### src/rtl/mdio_pkg.sv
package mdio_pkg;

    localparam int WORD_W    = 32;
    localparam int DATA_W    = 16;
    localparam int PRE_LEN   = 32;
    localparam int FRAME_LEN = PRE_LEN + WORD_W;
    localparam int IDX_W     = $clog2(FRAME_LEN);
    localparam int SEL_W     = 3;
    localparam int HALF_W    = 6;
    localparam int TA_POS    = 14;
    localparam int REL_IDX   = PRE_LEN + TA_POS;
    localparam int CAP_IDX   = PRE_LEN + WORD_W - DATA_W;

    localparam logic [1:0] OP_READ = 2'b10;

    typedef struct packed {
        logic [1:0]        sof;
        logic [1:0]        op;
        logic [4:0]        phy_ad;
        logic [4:0]        reg_ad;
        logic [1:0]        ta;
        logic [DATA_W-1:0] data;
    } mgmt_word_t;

    typedef enum logic [1:0] {
        PH_IDLE  = 2'd0,
        PH_PRE   = 2'd1,
        PH_FRAME = 2'd2
    } phase_t;

    function automatic logic [HALF_W-1:0] half_period(input logic [SEL_W-1:0] sel);
        case (sel)
            3'd0:    half_period = HALF_W'(4);
            3'd1:    half_period = HALF_W'(8);
            3'd2:    half_period = HALF_W'(16);
            3'd3:    half_period = HALF_W'(24);
            3'd4:    half_period = HALF_W'(32);
            default: half_period = HALF_W'(48);
        endcase
    endfunction

endpackage

### src/rtl/mdio_clkgen.sv
module mdio_clkgen
    import mdio_pkg::*;
(
    input  logic             clk,
    input  logic             rst,
    input  logic             run,
    input  logic [SEL_W-1:0] div_sel,
    output logic             mdc,
    output logic             rise_stb,
    output logic             fall_stb
);

    logic [HALF_W-1:0] cnt;
    logic [HALF_W-1:0] half_q;
    logic              tc;

    assign tc       = run && (cnt == half_q - 1'b1);
    assign rise_stb = tc && !mdc;
    assign fall_stb = tc && mdc;

    always_ff @(posedge clk) begin
        if (rst) begin
            cnt    <= '0;
            mdc    <= 1'b0;
            half_q <= half_period('0);
        end else if (!run) begin
            cnt    <= '0;
            mdc    <= 1'b0;
            half_q <= half_period(div_sel);
        end else if (tc) begin
            cnt    <= '0;
            mdc    <= ~mdc;
        end else begin
            cnt    <= cnt + 1'b1;
        end
    end

    AST_MDC_LOW_STOPPED: assert property (@(posedge clk) disable iff (rst)
        !run |=> !mdc);

    AST_HALF_HELD: assert property (@(posedge clk) disable iff (rst)
        run && $past(run) && !$stable(mdc) |-> $past(cnt) == half_q - 1'b1);

endmodule

### src/rtl/mdio_frame_seq.sv
module mdio_frame_seq
    import mdio_pkg::*;
(
    input  logic              clk,
    input  logic              rst,
    input  logic              mgmt_en,
    input  logic              wr_en,
    input  logic [WORD_W-1:0] wr_word,
    input  logic              rise_stb,
    input  logic              fall_stb,
    input  logic              mdio_i,
    output logic              busy,
    output logic [WORD_W-1:0] word_q,
    output logic              mdio_o,
    output logic              mdio_oe
);

    phase_t            phase;
    logic [IDX_W-1:0]  bit_idx;
    logic [IDX_W:0]    nxt_idx;
    logic [WORD_W-1:0] shreg;
    logic [DATA_W-1:0] cap;
    logic              is_rd;
    logic              accept;
    logic              last_bit;
    mgmt_word_t        in_w;

    assign in_w     = mgmt_word_t'(wr_word);
    assign busy     = (phase != PH_IDLE);
    assign accept   = wr_en && mgmt_en && !busy;
    assign last_bit = (bit_idx == IDX_W'(FRAME_LEN - 1));
    assign nxt_idx  = {1'b0, bit_idx} + 1'b1;

    always_ff @(posedge clk) begin
        if (rst) begin
            phase   <= PH_IDLE;
            bit_idx <= '0;
            shreg   <= '0;
            cap     <= '0;
            is_rd   <= 1'b0;
            word_q  <= '0;
            mdio_o  <= 1'b0;
            mdio_oe <= 1'b0;
        end else if (busy && !mgmt_en) begin
            phase   <= PH_IDLE;
            bit_idx <= '0;
            mdio_o  <= 1'b0;
            mdio_oe <= 1'b0;
        end else if (accept) begin
            phase   <= PH_PRE;
            bit_idx <= '0;
            shreg   <= wr_word;
            word_q  <= wr_word;
            is_rd   <= (in_w.op == OP_READ);
            mdio_o  <= 1'b1;
            mdio_oe <= 1'b1;
        end else if (busy) begin
            if (rise_stb && is_rd && (bit_idx >= IDX_W'(CAP_IDX))) begin
                cap <= {cap[DATA_W-2:0], mdio_i};
            end
            if (fall_stb) begin
                if (last_bit) begin
                    phase   <= PH_IDLE;
                    bit_idx <= '0;
                    mdio_o  <= 1'b0;
                    mdio_oe <= 1'b0;
                    if (is_rd) begin
                        word_q[DATA_W-1:0] <= cap;
                    end
                end else begin
                    bit_idx <= nxt_idx[IDX_W-1:0];
                    if (nxt_idx < (IDX_W+1)'(PRE_LEN)) begin
                        phase  <= PH_PRE;
                        mdio_o <= 1'b1;
                    end else begin
                        phase  <= PH_FRAME;
                        mdio_o <= shreg[WORD_W-1];
                        shreg  <= {shreg[WORD_W-2:0], 1'b0};
                    end
                    mdio_oe <= !(is_rd && (nxt_idx >= (IDX_W+1)'(REL_IDX)));
                end
            end
        end
    end

    AST_PREAMBLE_ONES: assert property (@(posedge clk) disable iff (rst)
        busy && (bit_idx < IDX_W'(PRE_LEN)) |-> mdio_o && mdio_oe);

    AST_READ_RELEASED: assert property (@(posedge clk) disable iff (rst)
        busy && is_rd && (bit_idx >= IDX_W'(REL_IDX)) |-> !mdio_oe);

    AST_WRITE_DRIVEN: assert property (@(posedge clk) disable iff (rst)
        busy && !is_rd |-> mdio_oe);

    AST_STROBE_SINGLE: assert property (@(posedge clk) disable iff (rst)
        !(rise_stb && fall_stb));

endmodule

### src/rtl/mdio_master.sv
module mdio_master
    import mdio_pkg::*;
(
    input  logic        clk,
    input  logic        rst,
    input  logic        mgmt_en,
    input  logic [2:0]  div_sel,
    input  logic        wr_en,
    input  logic [31:0] wr_word,
    output logic [31:0] mgmt_word,
    output logic        idle,
    output logic        mdc,
    output logic        mdio_o,
    output logic        mdio_oe,
    input  logic        mdio_i
);

    logic busy;
    logic run;
    logic rise_stb;
    logic fall_stb;

    assign run  = busy && mgmt_en;
    assign idle = !busy;

    mdio_clkgen u_clkgen (
        .clk      (clk),
        .rst      (rst),
        .run      (run),
        .div_sel  (div_sel),
        .mdc      (mdc),
        .rise_stb (rise_stb),
        .fall_stb (fall_stb)
    );

    mdio_frame_seq u_seq (
        .clk      (clk),
        .rst      (rst),
        .mgmt_en  (mgmt_en),
        .wr_en    (wr_en),
        .wr_word  (wr_word),
        .rise_stb (rise_stb),
        .fall_stb (fall_stb),
        .mdio_i   (mdio_i),
        .busy     (busy),
        .word_q   (mgmt_word),
        .mdio_o   (mdio_o),
        .mdio_oe  (mdio_oe)
    );

    AST_IDLE_QUIET: assert property (@(posedge clk) disable iff (rst)
        idle |-> !mdc && !mdio_oe);

    AST_START_BUSY: assert property (@(posedge clk) disable iff (rst)
        wr_en && mgmt_en && idle |=> !idle);

    AST_ABORT_IDLE: assert property (@(posedge clk) disable iff (rst)
        !mgmt_en |=> idle);

    AST_BUSY_WORD_HOLD: assert property (@(posedge clk) disable iff (rst)
        !idle |=> idle || $stable(mgmt_word));

endmodule

### config.mk
export PLATFORM = sky130hd
export DESIGN_NAME = mdio_master
export DESIGN_NICKNAME = d
export VERILOG_FILES = /design/src/rtl/mdio_pkg.sv /design/src/rtl/mdio_clkgen.sv /design/src/rtl/mdio_frame_seq.sv /design/src/rtl/mdio_master.sv
export SDC_FILE = /design/constraint.sdc
export NUM_CORES = 1
export LEC_CHECK = 0
export CAP_MARGIN = 30
export CORE_ASPECT_RATIO = 1.2
export CORE_UTILIZATION = 53
export DETAILED_ROUTE_END_ITERATION = 8
export PLACE_DENSITY = 0.8
export REMOVE_ABC_BUFFERS = 1
export SYNTH_ARGS = -nofsm -noshare
export SYNTH_HDL_FRONTEND = slang
export SYNTH_SLANG_ARGS = --single-unit
### constraint.sdc
create_clock -name clk -period 2.57 [get_ports clk]
set_input_delay 0.3855 -clock clk [delete_from_list [all_inputs] [get_ports clk]]
set_output_delay 0.3855 -clock clk [all_outputs]
set_load 0.01 [all_outputs]
==> results of run 1 <==
metrics by stage:
stage	power, mW	hold slack (ns)
after floorplan	1.96	0.413
after global placement	2.18	0.422
after detailed placement	2.19	0.432
after CTS	3.18	0.400
after global routing	3.29	0.413
final	3.15	0.411
synth_stat cells (2+ instances only):
master    instances  area share (%)
o31ai_1           2            0.33
a221oi_2         29             9.5
a221oi_1          2            0.38
nand2b_1          2            0.27
nand3b_1          2            0.33
buf_4             2            0.33
inv_1             7            0.58
xnor2_1           8             1.5
nor4b_1           2            0.38
nand3_1           5            0.55
dfxtp_1         102              45
a32o_1            2            0.44
ha_1              4             1.1
a21boi_0         16             2.6
nor3_1            3            0.33
nor2_1           80             6.6
nor4_1            2            0.27
buf_1             3            0.25
and3_2            2            0.33
xor2_1            5            0.96
o21ai_0           7            0.77
and3_1            3            0.41
buf_2             4            0.44
a211oi_1         17             2.8
buf_6             7             1.7
nor3_2            2            0.44
a21oi_1          24             2.6
nand2_1          42             3.5
and4_1            2            0.38
mux2i_1          35             7.7
clkbuf_1         18             1.5
or2_2            14             1.9
flip-flops by register name, summed over array words and instances, names as in the netlist:
| register | cells |
|---|---|
| u_clkgen.cnt | 6 |
| u_clkgen.half_q | 4 |
| u_clkgen.mdc | 1 |
| u_seq.bit_idx | 6 |
| u_seq.cap | 16 |
| u_seq.is_rd | 1 |
| u_seq.mdio_o | 1 |
| u_seq.mdio_oe | 1 |
| u_seq.phase | 2 |
| u_seq.shreg | 32 |
| u_seq.word_q | 32 |
layout by cell type, fill, tap and decap left out, types with 3 or more instances in the layout:
master	Yosys	routed
a221oi_2	29	29
dfxtp_1	102	102
nand3_1	5	4
a211oi_1	17	17
clkbuf_8	0	10
mux2i_1	35	35
clkdlybuf4s50_1	0	74
nand2_1	42	42
and3_2	2	3
buf_12	0	5
o21ai_0	7	7
inv_1	7	7
a21boi_0	16	16
or2_2	14	14
nor3_1	3	3
ha_1	4	4
xnor2_1	8	8
nor2_1	80	80
buf_4	2	13
xor2_1	5	5
a21oi_1	24	24
worst max-delay path by stage:
stage | startpoint | end | slack [ns]
5_1_grt | u_clkgen.half_q[2]$_SDFFE_PP1N_ | u_seq.shreg[2]$_SDFFE_PP0P_ | 0.008
3_3_place_gp | mgmt_en | u_seq.shreg[16]$_SDFFE_PP0P_ | 0.28
4_1_cts | u_clkgen.half_q[2]$_SDFFE_PP1N_ | u_seq.shreg[2]$_SDFFE_PP0P_ | 0.18
3_5_place_dp | mgmt_en | u_seq.shreg[2]$_SDFFE_PP0P_ | 0.21
6_report | u_clkgen.half_q[2]$_SDFFE_PP1N_ | u_seq.shreg[2]$_SDFFE_PP0P_ | 0.25
2_1_floorplan | u_seq.phase[0]$_SDFFE_PP0N_ | u_seq.shreg[1]$_SDFFE_PP0P_ | -0.36
cells by family after synthesis:
group / after synthesis / share of synthesized area (%)
xor+xnor: 14 / 2.99
compound gates: 109 / 21.7
buf+inv: 41 / 4.80
flops: 102 / 44.8
mux: 35 / 7.68
simple gates: 168 / 17.0
fa+ha+maj: 4 / 1.10
layer usage:
metal	track usage [%]	up-vias	wire [um]	share of wire (%)
met5	0	-	0	0
met4	9.05	0	170	1.7
met3	4.30	14	325	3.3
met2	41.1	77	5150	52
met1	28.1	1781	4230	43
li1	-	1820	-	-
critical path: cells and delay by family (launching register included):
kind / cells / cell delay [ns]
flip-flops: 1 / 0.42
buffers and inverters: 2 / 0.29
AO/OA/AOI/OAI: 2 / 0.80
adder cells (fa/ha/maj): 1 / 0.30
AND/OR/NAND/NOR: 1 / 0.22
XOR/XNOR: 1 / 0.18
area by class of cell:
| class | count | area, um2 |
|---|---|---|
| clock inverters | 3 | 46.3 |
| fillers | 668 | 2600 |
| repair buffers | 92 | 938 |
| well taps | 114 | 143 |
| inverters | 7 | 26.3 |
| flip-flops and latches | 102 | 2040 |
| clock buffers | 11 | 141 |
| multi-input cells | 330 | 2300 |
power by group through the flow:
stage	Combinational (mW)	Clock, mW	Sequential [mW]
2_1_floorplan	0.228	0	1.74
3_3_place_gp	0.453	0	1.72
3_5_place_dp	0.465	0	1.73
4_1_cts	0.469	1.02	1.69
5_1_grt	0.509	1.08	1.70
6_report	0.466	0.997	1.69
timing repair:
item | in CTS | in global routing
resized for setup | 0 | 0
hold buffers | 0 | 0
endpoints found under the hold margin | 0 | 0
endpoints found under the setup margin | 0 | 7
setup buffers | 0 | 2
==> results.sh, run 1 <==
export IMPL_core_area_um2=8240
export IMPL_synth_area_um2=4560
export IMPL_finalNonFillerCells=659
export IMPL_min_from="rst"
export IMPL_drc=0
export IMPL_status="complete, no violations"
export IMPL_wire_per_inst_um=15.0
export IMPL_cts_sinks=102
export IMPL_p_int_mw=2.36
export IMPL_post_dp_cell_area_um2=5440
export IMPL_net_switching_power_mw=0.792
export IMPL_cts_buffers=9
export IMPL_rr_worst_depth=7
export IMPL_wirelength_mm=9.88
export IMPL_p_per_area_nw_per_um2=559
export IMPL_whs_endpoint="u_seq.shreg[3]$_SDFFE_PP0P_"
export IMPL_async_flop_share_pct=0
export IMPL_holdPathStages=2
export IMPL_worstSkewPairLatency_ns=0.37
export IMPL_area_growth_syn_to_layout_pct=23.7
export IMPL_clk_path_buf_depth=2
export IMPL_dominantRegCellSynth="dfxtp_1"
export IMPL_yosysWarnings=0
export IMPL_grt_max_degree=69
export IMPL_antenna_found_initial=0
export IMPL_grt_use_total_pct=23.5
export IMPL_clkSlewWorstSetupHoldPaths_ns=0.09
export IMPL_clkPwrFrac_pct=31.6
export IMPL_dpl_cell_count=643
export IMPL_hold_class="input port to flop"
export IMPL_maxSlewViolCount=0
export IMPL_r2r_end="u_seq.shreg[2]$_SDFFE_PP0P_"
export IMPL_crit_fanout=14
export IMPL_initial_core_util_pct=55.3
export IMPL_yosysSeqAreaShare_pct=44.8
export IMPL_hold_violations=0
export IMPL_cpMaxStageDelayCell="a2111o_4"
export IMPL_synth_edf_count=0
export IMPL_synth_seq_cells=102
export IMPL_num_rows=36
export IMPL_avgSynthCellArea_um2=9.64
export IMPL_p_seq_share_pct=53.6
export IMPL_drive_gt1_share_pct=16.0
export IMPL_fmax_mhz=431
export IMPL_nets=586
export IMPL_diodes=0
export IMPL_max_slew_margin_rel_pct=66.9
export IMPL_fp_dieW_um=86.7
export IMPL_required_ns=2.84
export IMPL_dp_hpwl_mm=6.81
export IMPL_die_h_um=104
export IMPL_drt_iter0_drc=185
export IMPL_fin_tns_setup_ns=0
export IMPL_switching_share_pct=25.1
export IMPL_final_area_um2=5640
export IMPL_firstDrtPassIters=4
export IMPL_synth_cell_types=50
export IMPL_finish_utilization_pct=68.4
export IMPL_max_cap_violations=0
export IMPL_antenna_left=0
export IMPL_grt_overflow_total=0
export IMPL_dpl_worst_slack_ns=0.209
export IMPL_clock_skew_ns=0.00897
export IMPL_cts_tree="yes"
export IMPL_vias=3692
export IMPL_path_cells="inv_1, ha_1, xor2_1, nand4_1, a2111o_4, buf_4, a221oi_1"
export IMPL_io_buffers=75
export IMPL_grt_pass1_vias=3594
export IMPL_worst_slack_ns=0.251
export IMPL_syn_inst=473
export IMPL_setup_viol=0
export IMPL_htree_levels=3
export IMPL_fin_crit_sh_pct=90.2
export IMPL_ir_drop_mv=0.315
export IMPL_end_kind="flop"
export IMPL_max_slew_worst_pin_slew_ns=0.493
export IMPL_rsz0062_at_grt="no"
export IMPL_layout_min_cycle_time_ns=2.32
export IMPL_crit_type="flop to flop"
export IMPL_r2r_start="u_clkgen.half_q[2]$_SDFFE_PP1N_"
export IMPL_grt_pass1_wl_mm=16.7
export IMPL_rrSetupSlack_ns=0.25
export IMPL_start_kind="flop"
export IMPL_leakage_nw=2.09
export IMPL_slowest_delay_ns=0.51
export IMPL_vias_per_cell=5.60
export IMPL_place_gp_congestion=0.822
export IMPL_cts_root_buf="clkbuf_8"
export IMPL_pin_count=76
export IMPL_dieArea_um2=8980
export IMPL_arrival_ns=2.59
export IMPL_p_comb_share_pct=14.8
No activity file was read; power rests on OpenSTA's default activity.
==> inputs of run 2 (changes only) <==
--- a/config.mk
+++ b/config.mk
@@ -7,10 +7,10 @@
 export LEC_CHECK = 0
 export CAP_MARGIN = 30
 export CORE_ASPECT_RATIO = 1.2
+export CORE_MARGIN = 3
 export CORE_UTILIZATION = 53
 export DETAILED_ROUTE_END_ITERATION = 8
 export PLACE_DENSITY = 0.8
-export REMOVE_ABC_BUFFERS = 1
 export SYNTH_ARGS = -nofsm -noshare
 export SYNTH_HDL_FRONTEND = slang
 export SYNTH_SLANG_ARGS = --single-unit
==> run 2 against run 1 <==
Sequential power about the same. Critical path depth is the same. Clock skew grew 0.0083 ns. Largest power group unchanged. Global-route usage decreased by 3.4 points. First-iteration DRC count down 0.54%. Final cell count is 0.46% lower.
==> results.sh, run 2 (synthesis results as in run 1) <==
export IMPL_cts_sinks=102
export IMPL_maxSlewViolCount=0
export IMPL_cts_buffers=9
export IMPL_p_per_area_nw_per_um2=552
export IMPL_layout_min_cycle_time_ns=2.39
export IMPL_fin_tns_setup_ns=0
export IMPL_finalPower_mw=3.09
export IMPL_drive_gt1_share_pct=15.5
export IMPL_arrival_ns=2.65
export IMPL_grt_max_degree=69
export IMPL_end_kind="flop"
export IMPL_max_slew_margin_rel_pct=46.1
export IMPL_antenna_found_initial=0
export IMPL_use_met2_pct=35.3
export IMPL_dp_hpwl_mm=6.59
export IMPL_clkSlewWorstSetupHoldPaths_ns=0.10
export IMPL_crit_type="flop to flop"
export IMPL_final_common_cell="dfxtp_1"
export IMPL_vias=3611
export IMPL_wirelength_mm=9.58
export IMPL_post_cts_buffers=0
export IMPL_met1_usage_pct=25.0
export IMPL_grt_pass1_wl_mm=16.3
export IMPL_clock_skew_ns=0.0173
export IMPL_die_h_um=108
export IMPL_antenna_left=0
export IMPL_crit_fanout=20
export IMPL_fp_dieW_um=90.7
export IMPL_fin_crit_sh_pct=93.0
export IMPL_layout_common_cells="dfxtp_1 (102), nor2_1 (80), clkdlybuf4s50_1 (74)"
export IMPL_vias_per_cell=5.50
export IMPL_worstSkewPairLatency_ns=0.37
export IMPL_drt_iter0_drc=184
export IMPL_leakage_nw=2.06
export IMPL_dieArea_um2=9760
export IMPL_ir_drop_mv=0.384
export IMPL_nets=581
export IMPL_hold_class="input port to flop"
export IMPL_setup_viol=0
export IMPL_hold_worst_slack_ns=0.366
export IMPL_cts_resized=0
export IMPL_reg_top3="u_seq.shreg (32), u_seq.word_q (32), u_seq.cap (16)"
export IMPL_grt_use_total_pct=20.1
export IMPL_grt_util_met3_pct=3.43
export IMPL_drc=0
export IMPL_grt_pass1_vias=3550
export IMPL_hold_violations=0
export IMPL_busiest_layer="met2"
export IMPL_num_rows=36
export IMPL_diodes=0
export IMPL_cts_root_buf="clkbuf_8"
export IMPL_initial_core_util_pct=55.3
export IMPL_status="complete, no violations"
export IMPL_required_ns=2.83
export IMPL_max_cap_violations=0
export IMPL_firstDrtPassIters=4
export IMPL_cts_tree="yes"
export IMPL_hold_buffers=0
export IMPL_place_gp_congestion=0.818
export IMPL_pin_count=76
export IMPL_fmax_mhz=418
export IMPL_area_growth_syn_to_layout_pct=22.8
export IMPL_grt_overflow_total=0
export IMPL_wire_per_inst_um=14.6
export IMPL_clk_path_buf_depth=2
export IMPL_htree_levels=3
export IMPL_core_area_um2=8240
export IMPL_synth_nets=517
export IMPL_rsz0062_at_grt="no"
export IMPL_io_buffers=75
export IMPL_start_kind="flop"
export IMPL_max_slew_worst_pin_slew_ns=0.809
export IMPL_finish_utilization_pct=67.9
-- run 2: cell count changes in the layout (fill, tap and decap cells not counted), sizes merged --
cell      change
buf           -5
bufinv        -1
clkbuf        -1
clkinv        +3
clkinvlp      -1
inv           +2
-- run 2: per-layer routing --
metal / share of wire (%) / wire (um)
met1: 43 / 4140
met2: 52 / 4990
met3: 3.5 / 340
met4: 1.2 / 114
met5: 0 / 0
-- run 2: area by class of cell --
class | count | area (um2)
fillers | 649 | 2640
multi-input cells | 330 | 2300
flip-flops and latches | 102 | 2040
repair buffers | 87 | 901
well taps | 114 | 143
clock buffers | 10 | 128
clock inverters | 6 | 55.1
inverters | 7 | 26.3
-- run 2: through the flow --
stage,std cells,setup WS (ns),instance area (um2)
detailed placement,640,0.161,5420
CTS,656,0.173,5600
global route,656,0.0258,5600
floorplan,473,0.489,4560
finish,656,0.180,5600
global placement,640,0.234,5420
-- run 2: power breakdown --
part	total (mW)	internal [mW]	switching, mW	leakage (nW)
Clock	0.941	0.370	0.570	0.0929
Combinational	0.459	0.236	0.223	1.14
Sequential	1.69	1.65	0.0373	0.833
Total	3.09	2.26	0.831	2.06
-- run 2: critical path, cell delays in order, from the launching register on --
cell and delay (ns):
dfxtp_1 0.42, inv_1 0.08, ha_1 0.21, xnor3_1 0.30, nand4_1 0.24, a2111o_4 0.52, buf_4 0.24, a221oi_1 0.29
-- run 2: final timing paths --
kind / slack, ns / cells past startpoint / endpoint / start
worst max-delay path: 0.18 / 7 / u_seq.shreg[2]$_SDFFE_PP0P_ / u_clkgen.half_q[2]$_SDFFE_PP1N_
worst max register to register: 0.18 / 7 / u_seq.shreg[2]$_SDFFE_PP0P_ / u_clkgen.half_q[2]$_SDFFE_PP1N_
worst min register to register: 0.45 / 1 / u_clkgen.cnt[0]$_SDFF_PP0_ / u_clkgen.cnt[0]$_SDFF_PP0_
worst min-delay path: 0.37 / 2 / u_seq.cap[5]$_SDFFE_PP0P_ / rst
==> inputs of run 3 (changes only) <==
--- a/config.mk
+++ b/config.mk
@@ -9,6 +9,7 @@
 export CORE_ASPECT_RATIO = 1.2
 export CORE_MARGIN = 3
 export CORE_UTILIZATION = 53
+export CTS_BUF_LIST = sky130_fd_sc_hd__clkbuf_8 sky130_fd_sc_hd__clkbuf_16
 export DETAILED_ROUTE_END_ITERATION = 8
 export PLACE_DENSITY = 0.8
 export SYNTH_ARGS = -nofsm -noshare
==> run 3 against run 2 <==
Combinational power is essentially flat. Final cell count unchanged. Clock-buffer cell count is 1 lower. Global-route usage did not move. Die area unchanged. Core utilization unchanged. Clock power is 0.4% lower. Critical path depth is the same. Setup slack is essentially flat. Sequential power barely moved. Routed wire length is essentially flat. Critical path type unchanged. Largest power group unchanged.
==> results.sh, run 3 (synthesis results as in run 1) <==
export IMPL_dp_hpwl_mm=6.59
export IMPL_die_h_um=108
export IMPL_final_common_cell="dfxtp_1"
export IMPL_grt_max_degree=69
export IMPL_drt_iter0_drc=184
export IMPL_num_rows=36
export IMPL_wirelength_mm=9.59
export IMPL_grt_use_total_pct=20.1
export IMPL_antenna_found_initial=0
export IMPL_wire_per_inst_um=14.6
export IMPL_hold_class="input port to flop"
export IMPL_rsz0062_at_grt="no"
export IMPL_htree_levels=3
export IMPL_hold_violations=0
export IMPL_initial_core_util_pct=55.3
export IMPL_synth_nets=517
export IMPL_grt_pass1_vias=3550
export IMPL_cts_root_buf="clkbuf_8"
export IMPL_crit_fanout=20
export IMPL_post_cts_buffers=0
export IMPL_p_per_area_nw_per_um2=552
export IMPL_pin_count=76
export IMPL_firstDrtPassIters=4
export IMPL_maxSlewViolCount=0
export IMPL_leakage_nw=2.07
export IMPL_setup_viol=0
export IMPL_clkSlewWorstSetupHoldPaths_ns=0.10
export IMPL_io_buffers=75
export IMPL_fin_tns_setup_ns=0
export IMPL_vias_per_cell=5.50
export IMPL_layout_min_cycle_time_ns=2.39
export IMPL_vias=3610
export IMPL_ir_drop_mv=0.384
export IMPL_worst_slack_ns=0.180
export IMPL_hold_buffers=0
export IMPL_r2r_end="u_seq.shreg[2]$_SDFFE_PP0P_"
export IMPL_start_kind="flop"
export IMPL_arrival_ns=2.65
export IMPL_dpl_worst_slack_ns=0.161
export IMPL_drc=0
export IMPL_end_kind="flop"
export IMPL_cts_tree="yes"
export IMPL_antenna_left=0
export IMPL_grt_util_met3_pct=3.43
export IMPL_r2r_start="u_clkgen.half_q[2]$_SDFFE_PP1N_"
export IMPL_reg_top3="u_seq.shreg (32), u_seq.word_q (32), u_seq.cap (16)"
export IMPL_status="complete, no violations"
export IMPL_rrSetupSlack_ns=0.18
export IMPL_fmax_mhz=418
export IMPL_fp_dieW_um=90.7
export IMPL_use_met2_pct=35.3
export IMPL_min_from="rst"
export IMPL_drive_gt1_share_pct=15.5
export IMPL_worstSkewPairLatency_ns=0.37
export IMPL_rr_worst_depth=7
export IMPL_grt_overflow_total=0
export IMPL_dpl_cell_count=640
export IMPL_clk_path_buf_depth=2
export IMPL_cp_startpoint="u_clkgen.half_q[2]$_SDFFE_PP1N_"
export IMPL_place_gp_congestion=0.818
export IMPL_max_slew_worst_pin_slew_ns=0.809
export IMPL_met1_usage_pct=25.0
export IMPL_dieArea_um2=9760
export IMPL_cts_sinks=102
export IMPL_fin_crit_sh_pct=93.0
export IMPL_area_growth_syn_to_layout_pct=22.8
export IMPL_core_area_um2=8240
export IMPL_max_slew_margin_rel_pct=46.1
export IMPL_nets=581
export IMPL_grt_pass1_wl_mm=16.3
export IMPL_crit_path_end="u_seq.shreg[2]$_SDFFE_PP0P_"
export IMPL_crit_type="flop to flop"
export IMPL_busiest_layer="met2"
export IMPL_diodes=0
export IMPL_required_ns=2.83
export IMPL_clock_skew_ns=0.0175
export IMPL_layout_common_cells="dfxtp_1 (102), nor2_1 (80), clkdlybuf4s50_1 (74)"
export IMPL_finalNonFillerCells=656
export IMPL_max_cap_violations=0
export IMPL_cts_buffers=9
export IMPL_cts_resized=0
## run 3: cell count changes in the layout (fill, tap and decap cells not counted), sizes merged
cell,before,now
inv,9,10
clkbuf,10,9
## run 3: routing by layer
metal  wire length (um)  up-vias
met1               4140     1733
met4                114        0
met3                340       11
met2               4990       56
met5                  0        -
li1                   -     1810
## run 3: worst max-delay path: stages (launching register included)
cell	delay, ns
dfxtp_1	0.42
inv_1	0.08
ha_1	0.21
xnor3_1	0.30
nand4_1	0.24
a2111o_4	0.52
buf_4	0.24
a221oi_1	0.29
## run 3: per-stage QoR
stage,instance area (um2),hold WS (ns),utilization (%),power [mW]
detailed placement,5420,0.435,65.7,2.19
CTS,5600,0.353,67.9,3.11
floorplan,4560,0.413,-,2.00
global route,5600,0.371,67.9,3.22
global placement,5420,0.422,65.7,2.17
finish,5600,0.366,67.9,3.09
## run 3: how the worst min path moves through the flow
| stage | end | depth (start not counted) |
|---|---|---|
| 2_1_floorplan | u_clkgen.cnt[0]$_SDFF_PP0_ | 1 |
| 3_3_place_gp | u_clkgen.cnt[0]$_SDFF_PP0_ | 1 |
| 3_5_place_dp | u_clkgen.cnt[0]$_SDFF_PP0_ | 1 |
| 4_1_cts | u_seq.cap[5]$_SDFFE_PP0P_ | 2 |
| 5_1_grt | u_seq.cap[0]$_SDFFE_PP0P_ | 2 |
| 6_report | u_seq.cap[5]$_SDFFE_PP0P_ | 2 |
## run 3: final cells by class
class,count,area [um2]
Clock buffer,9,124
Timing Repair Buffer,87,901
Multi-Input combinational cell,330,2300
Fill cell,649,2640
Clock inverter,7,58.8
Tap cell,114,143
Sequential cell,102,2040
Inverter,7,26.3
## run 3: power by group
group | switching [mW] | total (mW) | internal [mW]
clock network | 0.571 | 0.937 | 0.366
logic | 0.223 | 0.459 | 0.236
registers | 0.0373 | 1.69 | 1.65
total | 0.831 | 3.09 | 2.26
